===== config.mk =====
export PLATFORM = sky130hd
export DESIGN_NAME = cpu_state_ctl
export DESIGN_NICKNAME = d
export VERILOG_FILES = /design/src/rtl/cpu_state_pkg.sv /design/src/rtl/cpu_state_store.sv /design/src/rtl/cpu_irq_mask.sv /design/src/rtl/cpu_pm_fault.sv /design/src/rtl/cpu_state_ctl.sv
export SDC_FILE = /design/constraint.sdc
export NUM_CORES = 1
export LEC_CHECK = 0
export ABC_AREA = 1
export BUFFER_PORTS_ARGS = -buffer_cell sky130_fd_sc_hd__buf_4
export CAP_MARGIN = 40
export CORE_AREA = 2 2 53 55
export CTS_CLUSTER_SIZE = 8
export DETAILED_ROUTE_END_ITERATION = 12
export DIE_AREA = 0 0 55 57
export GPL_TIMING_DRIVEN = 0
export PLACE_DENSITY = 0.86
export SYNTH_ARGS = -nofsm -noshare
export SYNTH_HDL_FRONTEND = slang
export SYNTH_SLANG_ARGS = --single-unit

===== constraint.sdc =====
create_clock -name clk -period 2.3 [get_ports clk]
set_input_delay 0.115 -clock clk [delete_from_list [all_inputs] [get_ports clk]]
set_output_delay 0.115 -clock clk [all_outputs]
set_load 0.02 [all_outputs]

===== src/rtl/cpu_state_pkg.sv =====
package cpu_state_pkg;

    localparam int WORD_W = 32;

    // Word index = 63 - architectural bit number
    localparam int IDX_ULOCK = 26;
    localparam int IDX_VEC   = 25;
    localparam int IDX_WAIT  = 18;
    localparam int IDX_CRIT  = 17;
    localparam int IDX_EXT   = 15;
    localparam int IDX_USER  = 14;

    localparam logic [WORD_W-1:0] IMPL_MASK =
        (WORD_W'(1) << IDX_ULOCK) | (WORD_W'(1) << IDX_VEC)  |
        (WORD_W'(1) << IDX_WAIT)  | (WORD_W'(1) << IDX_CRIT) |
        (WORD_W'(1) << IDX_EXT)   | (WORD_W'(1) << IDX_USER);

    localparam logic [WORD_W-1:0] ENTER_CLR_MASK =
        (WORD_W'(1) << IDX_WAIT) | (WORD_W'(1) << IDX_EXT) |
        (WORD_W'(1) << IDX_USER);

    typedef struct packed {
        logic ulock;
        logic vec;
        logic wait_en;
        logic crit;
        logic ext;
        logic user;
    } state_t;

    typedef struct packed {
        logic crit;
        logic wdog;
        logic mchk;
        logic ext;
        logic dec;
        logic fit;
        logic pmon;
    } irq_vec_t;

    typedef struct packed {
        logic doze;
        logic nap;
        logic sleep;
    } pm_vec_t;

    typedef enum logic [2:0] {
        UPD_HOLD,
        UPD_ENTER,
        UPD_RETURN,
        UPD_LOAD,
        UPD_EXT
    } upd_e;

    function automatic state_t word_to_state(logic [WORD_W-1:0] w);
        state_t s;
        s.ulock   = w[IDX_ULOCK];
        s.vec     = w[IDX_VEC];
        s.wait_en = w[IDX_WAIT];
        s.crit    = w[IDX_CRIT];
        s.ext     = w[IDX_EXT];
        s.user    = w[IDX_USER];
        return s;
    endfunction

endpackage


===== src/rtl/cpu_state_store.sv =====
module cpu_state_store
    import cpu_state_pkg::*;
(
    input  logic              clk,
    input  logic              rst,
    input  logic              mt_valid,
    input  logic [WORD_W-1:0] mt_data,
    input  logic              ee_wr_valid,
    input  logic              ee_wr_val,
    input  logic              irq_enter,
    input  logic              irq_return,
    output logic [WORD_W-1:0] cur_word,
    output logic              priv_fault
);

    logic [WORD_W-1:0] save_word;
    logic [WORD_W-1:0] next_word;
    logic              in_user;
    upd_e              upd_sel;

    assign in_user    = cur_word[IDX_USER];
    assign priv_fault = in_user & (mt_valid | ee_wr_valid);

    // Priority: entry, return, full load, single-bit write
    always_comb begin
        if (irq_enter)                    upd_sel = UPD_ENTER;
        else if (irq_return)              upd_sel = UPD_RETURN;
        else if (mt_valid && !in_user)    upd_sel = UPD_LOAD;
        else if (ee_wr_valid && !in_user) upd_sel = UPD_EXT;
        else                              upd_sel = UPD_HOLD;
    end

    always_comb begin
        next_word = cur_word;
        case (upd_sel)
            UPD_ENTER:  next_word = cur_word & ~ENTER_CLR_MASK;
            UPD_RETURN: next_word = save_word;
            UPD_LOAD:   next_word = mt_data & IMPL_MASK;
            UPD_EXT:    next_word[IDX_EXT] = ee_wr_val;
            default:    next_word = cur_word;
        endcase
    end

    always_ff @(posedge clk) begin
        if (rst) begin
            cur_word  <= '0;
            save_word <= '0;
        end else begin
            cur_word <= next_word & IMPL_MASK;
            if (upd_sel == UPD_ENTER)
                save_word <= cur_word;
        end
    end

endmodule


===== src/rtl/cpu_irq_mask.sv =====
module cpu_irq_mask
    import cpu_state_pkg::*;
(
    input  state_t   st,
    input  irq_vec_t req,
    output irq_vec_t gated
);

    always_comb begin
        gated.crit = req.crit & st.crit;
        gated.wdog = req.wdog & st.crit;
        gated.mchk = req.mchk;
        gated.ext  = req.ext  & st.ext;
        gated.dec  = req.dec  & st.ext;
        gated.fit  = req.fit  & st.ext;
        gated.pmon = req.pmon & st.ext;
    end

endmodule


===== src/rtl/cpu_pm_fault.sv =====
module cpu_pm_fault
    import cpu_state_pkg::*;
(
    input  state_t  st,
    input  pm_vec_t cfg,
    input  logic    lock_op_d,
    input  logic    lock_op_i,
    input  logic    upper_op,
    output pm_vec_t pm,
    output logic    lock_fault,
    output logic    lock_syn_d,
    output logic    lock_syn_i,
    output logic    vec_unavail
);

    logic lock_barred;

    always_comb begin
        pm.doze  = cfg.doze  & st.wait_en;
        pm.nap   = cfg.nap   & st.wait_en;
        pm.sleep = cfg.sleep & st.wait_en;
    end

    assign lock_barred = st.user & ~st.ulock;
    assign lock_syn_d  = lock_barred & lock_op_d;
    assign lock_syn_i  = lock_barred & lock_op_i;
    assign lock_fault  = lock_syn_d | lock_syn_i;
    assign vec_unavail = upper_op & ~st.vec;

endmodule


===== src/rtl/cpu_state_ctl.sv =====
module cpu_state_ctl
    import cpu_state_pkg::*;
(
    input  logic        clk,
    input  logic        rst,
    input  logic        mt_valid,
    input  logic [31:0] mt_data,
    input  logic        ee_wr_valid,
    input  logic        ee_wr_val,
    input  logic        irq_enter,
    input  logic        irq_return,
    input  logic        crit_req,
    input  logic        wdog_req,
    input  logic        mchk_req,
    input  logic        ext_req,
    input  logic        dec_req,
    input  logic        fit_req,
    input  logic        pmon_req,
    input  logic        cfg_doze,
    input  logic        cfg_nap,
    input  logic        cfg_sleep,
    input  logic        lock_op_d,
    input  logic        lock_op_i,
    input  logic        upper_op,
    output logic [31:0] rd_data,
    output logic        priv_fault,
    output logic        crit_out,
    output logic        wdog_out,
    output logic        mchk_out,
    output logic        ext_out,
    output logic        dec_out,
    output logic        fit_out,
    output logic        pmon_out,
    output logic        pm_doze,
    output logic        pm_nap,
    output logic        pm_sleep,
    output logic        lock_fault,
    output logic        lock_syn_d,
    output logic        lock_syn_i,
    output logic        vec_unavail
);

    logic [WORD_W-1:0] cur_word;
    state_t            st;
    irq_vec_t          req_v;
    irq_vec_t          gated_v;
    pm_vec_t           cfg_v;
    pm_vec_t           pm_v;

    cpu_state_store u_store (
        .clk        (clk),
        .rst        (rst),
        .mt_valid   (mt_valid),
        .mt_data    (mt_data),
        .ee_wr_valid(ee_wr_valid),
        .ee_wr_val  (ee_wr_val),
        .irq_enter  (irq_enter),
        .irq_return (irq_return),
        .cur_word   (cur_word),
        .priv_fault (priv_fault)
    );

    assign st      = word_to_state(cur_word);
    assign rd_data = cur_word;

    assign req_v = '{crit: crit_req, wdog: wdog_req, mchk: mchk_req,
                     ext: ext_req, dec: dec_req, fit: fit_req, pmon: pmon_req};

    cpu_irq_mask u_mask (
        .st   (st),
        .req  (req_v),
        .gated(gated_v)
    );

    assign crit_out = gated_v.crit;
    assign wdog_out = gated_v.wdog;
    assign mchk_out = gated_v.mchk;
    assign ext_out  = gated_v.ext;
    assign dec_out  = gated_v.dec;
    assign fit_out  = gated_v.fit;
    assign pmon_out = gated_v.pmon;

    assign cfg_v = '{doze: cfg_doze, nap: cfg_nap, sleep: cfg_sleep};

    cpu_pm_fault u_pmf (
        .st         (st),
        .cfg        (cfg_v),
        .lock_op_d  (lock_op_d),
        .lock_op_i  (lock_op_i),
        .upper_op   (upper_op),
        .pm         (pm_v),
        .lock_fault (lock_fault),
        .lock_syn_d (lock_syn_d),
        .lock_syn_i (lock_syn_i),
        .vec_unavail(vec_unavail)
    );

    assign pm_doze  = pm_v.doze;
    assign pm_nap   = pm_v.nap;
    assign pm_sleep = pm_v.sleep;

endmodule


==> impl_metrics.toml, run 1 <==
[outcome]
status = "completed"

[floorplanning]
dieArea_mm2 = 0.00314
rows = 19
die_w_um = 55
initial_utilization = 0.346
boundaryPins = 99
die_y_um = 57
core-area_mm2 = 0.00262

[routing]
vias_per_cell = 3.82
first_pass_iters = 4
drt_iter0_drc = 26
post_drt_wl_per_cell_um = 7.78
vias = 935
drc = 0
drtAntennaViolNets = 0
routed_wl_um = 1910

[finish]
multi_input_area_um2 = 447
syn_to_final_growth_pct = 55.9
final_nets = 267
fill_cells = 273
utilization = 0.540
drive_gt1_frac = 0.425
seqCellArea_um2 = 240
fin_area_mm2 = 0.00141
stdcell_count = 245
n_antenna_cell = 0

[grt]
grt_max_degree = 11
antenna_found_initial = 0
overflow = 0
grt_pass1_wl_um = 3080
grt_pass1_vias = 766
track_usage = 0.128

[critical_path]
crit_arrival_ns = 1.32
cp-start-kind = "flop"
worstSetupPathType = "flop to output port"
worstPathMaxFanout = 5
end_kind = "output port"
crit_required_ns = 2.18

[placement]
dp.cells = 241
dp_hpwl_um = 1630
port_buffers = 45
place_area_mm2 = 0.00138
gp_congestion = 0.859

[yosys]
synth_compound_gate_area_share = 0.0967
synth.area.mux_share = 0
synth-simple-area-share = 0.289
ys_types = 20
synth_top_family_by_area = "buffers and inverters"
synthAdderAreaFrac = 0
netlist_instances = 140
ys_seq_elements = 12
synth_xor_area_frac = 0
syn_area_per_cell_um2 = 6.47
seq_area_frac_synth = 0.265
synthesis.area_um2 = 906
yosys_warnings = 0

[clock_network]
cts_hold_buf = 0
cts_buffers = 3
cts_setup_buffers = 0
htree_levels = 1
clk_latency_ns = 0.27
cts_root_buf = "clkbuf_4"
cts_sinks = 12
cts_buffer_depth = 2
clk_pin_slew_ns = 0.07
cts_resized = 0
cts_tree = "done"

[sta]
setup_violations = 0
hold_violations = 0
tns_ns = 0
finalMaxSlewViolations = 0
finalCritPeriodShare = 0.623
fin_skew_ns = 0.000992
max_freq_mhz = 698
rsz0062_at_grt = "no"
period_needed_ns = 1.43

[run]
cap_violations = 0

[power_and_ir_drop]
p_leak_nw = 0.890
ir_drop_v = 0.000313
powerDensity_mw_per_mm2 = 418

[min_path]
worst_hold_path_type = "primary input to flop"
-- registers in the layout (all words and copies together) (netlist names) --
signal             cells
u_store.save_word      6
u_store.cur_word       6
-- layout make-up --
| class | count | share of cell area |
|---|---|---|
| Clock buffer | 4 | 0.0257 |
| Sequential cell | 12 | 0.170 |
| Tap cell | 31 | 0.0275 |
| Timing Repair Buffer | 45 | 0.239 |
| Buffer | 28 | 0.151 |
| Multi-Input combinational cell | 100 | 0.316 |
| Inverter | 25 | 0.0700 |
-- cells in the mapped netlist --
library cell,instances,area share
a21oi_2,2,0.019
conb_1,1,0.0041
buf_6,1,0.012
nand2_2,1,0.0069
nand3_1,4,0.022
o21ai_2,1,0.0097
inv_1,19,0.079
nor2_4,2,0.025
o21ai_1,1,0.0055
buf_4,27,0.22
a21oi_1,3,0.017
clkinv_4,1,0.0097
inv_2,5,0.021
nand2_4,2,0.025
a31oi_1,1,0.0069
o21ai_0,7,0.039
or2_1,1,0.0069
nor2_1,19,0.079
dfxtp_1,12,0.27
nand2_1,30,0.12
-- report_power, final --
part | total (W) | switching, W | internal (W)
Sequential | 0.000228 | 0.00000937 | 0.000219
Clock | 0.000164 | 0.0000681 | 0.0000961
Combinational | 0.000198 | 0.000106 | 0.0000914
Total | 0.000590 | 0.000184 | 0.000406
-- worst paths after layout --
check | from | to | slack, ns | cells after the start
hold / removal | rst | u_store.cur_word[15] | 0.03 | 2
setup / recovery | u_store.cur_word[14] | lock_fault | 0.87 | 4
hold reg to reg | u_store.save_word[14] | u_store.cur_word[14] | 0.48 | 2
setup reg to reg | u_store.cur_word[14] | u_store.cur_word[26] | 1.22 | 5
-- cell usage in the layout (no fill, tap or decap), drive strengths merged --
master and count:
a21oi 5, a31oi 1, buf 73, clkbuf 4, clkinv 1, conb 26
dfxtp 12, inv 24, nand2 33, nand3 4, nor2 21, o21ai 9
or2 1
-- cell families (layout without fill, tap and decap cells) --
family                 count (synthesis)  in the layout
AO/OA/AOI/OAI                         15             15
flip-flops                            12             12
AND/OR/NAND/NOR                       59             59
buffers and inverters                 53            102
other                                  1             26
-- metal layers --
metal  global-route usage  up-vias  wire length [µm]
met1                0.160      385               769
met2                0.214       33               939
met5                    0        -                 0
met3               0.0262        4               173
met4               0.0453        0                23
li1                     -      513                 -
-- through the flow --
| step | setup WS, ns | hold slack [ns] | total power [W] |
|---|---|---|---|
| 2_1_floorplan | 1.04 | 0.177 | 0.000365 |
| 3_3_place_gp | 1.17 | 0.319 | 0.000427 |
| 3_5_place_dp | 1.16 | 0.316 | 0.000430 |
| 4_1_cts | 0.859 | 0.0274 | 0.000594 |
| 5_1_grt | 0.785 | 0.0297 | 0.000624 |
| 6_report | 0.867 | 0.0320 | 0.000590 |
-- worst max-delay path: stages (launching register included) --
cell     delay, ns
dfxtp_1       0.46
inv_2         0.09
or2_1         0.25
a21oi_2       0.11
buf_4         0.15
Note: power is estimated with default switching activity, not from simulation.
==> inputs of run 2 (changes only) <==
Settings changed: ABC_AREA 1 to 0, CORE_AREA 2 2 53 55 to 2 2 55 57, DIE_AREA 0 0 55 57 to 0 0 57 59, PLACE_DENSITY 0.86 to 0.79.
Clock period 2.3 ns to 1.4 ns, I/O delays scaled along.
==> impl_metrics.toml, run 2 <==
[outcome]
status = "completed"

[finish]
final_cell_mix = "buf_4, conb_1, nor2_1, dfxtp_1, and2_1"
syn_to_final_growth_pct = 63.8
n_antenna_cell = 0
stdcell_count = 210
final_common_cell = "buf_4"
reg_top3 = "u_store.cur_word x6, u_store.save_word x6"
drive_gt1_frac = 0.497
final_nets = 232
fill_cells = 271

[clock_network]
clk_latency_ns = 0.27
cts_tree = "done"
cts_sinks = 12
clk_pin_slew_ns = 0.08
cts_buffers = 3
cts_root_buf = "clkbuf_4"
htree_levels = 1
cts_buffer_depth = 2

[critical_path]
worstSetupPathType = "flop to flop"
critPathMaxStageDelay_ns = 0.35
reg2reg_slack_ns = 0.09
r2r-start = "u_store.cur_word[14]"
crit_required_ns = 1.56
worstPathCellList = "buf_4 > nor2b_4 > mux2_4 > mux2i_1 > nor3_2"
ff2ff_path_depth = 5
end_kind = "flop"
cp_slowest_cell = "dfxtp_4"
worstPathMaxFanout = 6
cp-start-kind = "flop"
crit_arrival_ns = 1.47
r2r_end = "u_store.cur_word[18]"

[floorplanning]
rows = 19
dieArea_mm2 = 0.00336
boundaryPins = 99
initial_utilization = 0.319
die_y_um = 59
core-area_mm2 = 0.00271
die_w_um = 57

[yosys]
synthesis.area_um2 = 863
synth_top_area_frac = 0.278
syn_area_per_cell_um2 = 8.55
yosys_warnings = 0
yosys.area.top_type = "dfxtp_1"
ys_seq_elements = 12
synth_common_cells = "buf_4, dfxtp_1, nor2_1"
async_flop_share = 0
ys_types = 26
synth-edff-count = 0
ys_dominant_reg_cell = "dfxtp_1"
seq_area_frac_synth = 0.278
synth_area_leaders = "dfxtp_1, buf_4, mux2i_1"
yosysMostFrequentCell = "buf_4"
netlist_instances = 101

[routing]
first_pass_iters = 4
routed_wl_um = 1880
drt_iter0_drc = 19
top_layer = "met3"
post_drt_wl_per_cell_um = 8.94
vias = 825
met3_length_um = 311
vias_per_cell = 3.93
drc = 0
wl_met1_um = 740
wl_met2_um = 825
drtAntennaViolNets = 0

[sta]
period_needed_ns = 1.31
setup_violations = 0
hold_violations = 0
rsz0062_at_grt = "no"
finalCritPeriodShare = 0.935
fin_skew_ns = 0.00662
max_freq_mhz = 764
finalMaxSlewViolations = 0
tns_ns = 0

[placement]
gp_congestion = 0.739
dp.cells = 202
dp_hpwl_um = 1490
port_buffers = 45

[min_path]
whs_path_depth = 3
worst_hold_path_type = "primary input to flop"
hold_end = "u_store.cur_word[15]"
hold_start = "mt_data[15]"

[power_and_ir_drop]
powerDensity_mw_per_mm2 = 658
ir_drop_v = 0.000709
p_leak_nw = 0.779

[grt]
overflow = 0
grt_pass1_wl_um = 2970
track_usage = 0.114
grt_max_degree = 11
antenna_found_initial = 0
grt_pass1_vias = 677

[run]
cap_violations = 0
## run 2: cell types whose count changed after synthesis, sizes merged, moves of 3 or more
cell   previous run  this run
nor2             21        12
nand2            33         2
and2              0         9
nand3             4         0
inv              24         0
nor3              0         3
nor2b             0         7
o21ai             9         1
mux2i             0         7
## run 2: where the power goes
| part | switching, W | total [W] | internal (W) |
|---|---|---|---|
| registers | 0.00000818 | 0.000357 | 0.000349 |
| clock network | 0.000117 | 0.000275 | 0.000158 |
| logic | 0.000145 | 0.000299 | 0.000154 |
## run 2: cells by family (layout without fill, tap and decap cells)
kind of cell,count (synthesis),in the layout,synth area share
flops,12,12,0.278
simple gates,37,37,0.248
buf+inv,30,83,0.268
mux,8,8,0.0985
other cells,1,26,0.00434
compound gates,13,13,0.103
## run 2: routing by layer
| layer | global-route usage | vias up |
|---|---|---|
| li1 | - | 442 |
| met1 | 0.142 | 328 |
| met2 | 0.177 | 55 |
| met3 | 0.0633 | 0 |
| met4 | 0.0199 | 0 |
| met5 | 0 | - |
## run 2: worst max-delay path: cells and delay by family (launching register included)
kind	cells	cell delay [ns]
DFF	1	0.35
muxes	2	0.46
buffers and inverters	1	0.14
and+or+nand+nor	2	0.24
## run 2: worst max-delay path by stage
stage,slack [ns],cells after the start,endpoint,from
after floorplan,0.13,4,u_store.cur_word[18],u_store.cur_word[14]
after global placement,0.14,4,u_store.cur_word[18],u_store.cur_word[14]
after detailed placement,0.13,4,u_store.cur_word[18],u_store.cur_word[14]
after CTS,0.02,3,lock_fault,u_store.cur_word[26]
after global routing,0.03,5,u_store.cur_word[18],u_store.cur_word[14]
final,0.09,5,u_store.cur_word[18],u_store.cur_word[14]
## run 2: cell type report
class	count	area, µm²	area share
Buffer	30	231	0.164
Tap cell	31	38.8	0.0274
Sequential cell	12	245	0.173
Clock buffer	4	36.3	0.0257
Timing Repair Buffer	49	374	0.265
Multi-Input combinational cell	84	488	0.345
## run 2: timing repair
| action | CTS | global route |
|---|---|---|
| pin swaps | 0 | 0 |
| setup buffers | 2 | 1 |
| endpoints found under the hold margin | 2 | 0 |
| hold buffers | 1 | 0 |
| resized for setup | 3 | 2 |
| setup endpoints to repair | 1 | 1 |
## run 2: per-stage QoR
step / worst slack (ns) / util / hold WS (ns) / power (W) / cell area (µm²)
after floorplan: 0.130 / - / 0.148 / 0.000569 / 957
after global placement: 0.136 / 0.492 / 0.257 / 0.000656 / 1330
after detailed placement: 0.128 / 0.492 / 0.258 / 0.000658 / 1330
after CTS: 0.0244 / 0.517 / 0.0772 / 0.000944 / 1400
after global routing: 0.0253 / 0.522 / 0.0728 / 0.000996 / 1410
final: 0.0905 / 0.522 / 0.0899 / 0.000931 / 1410
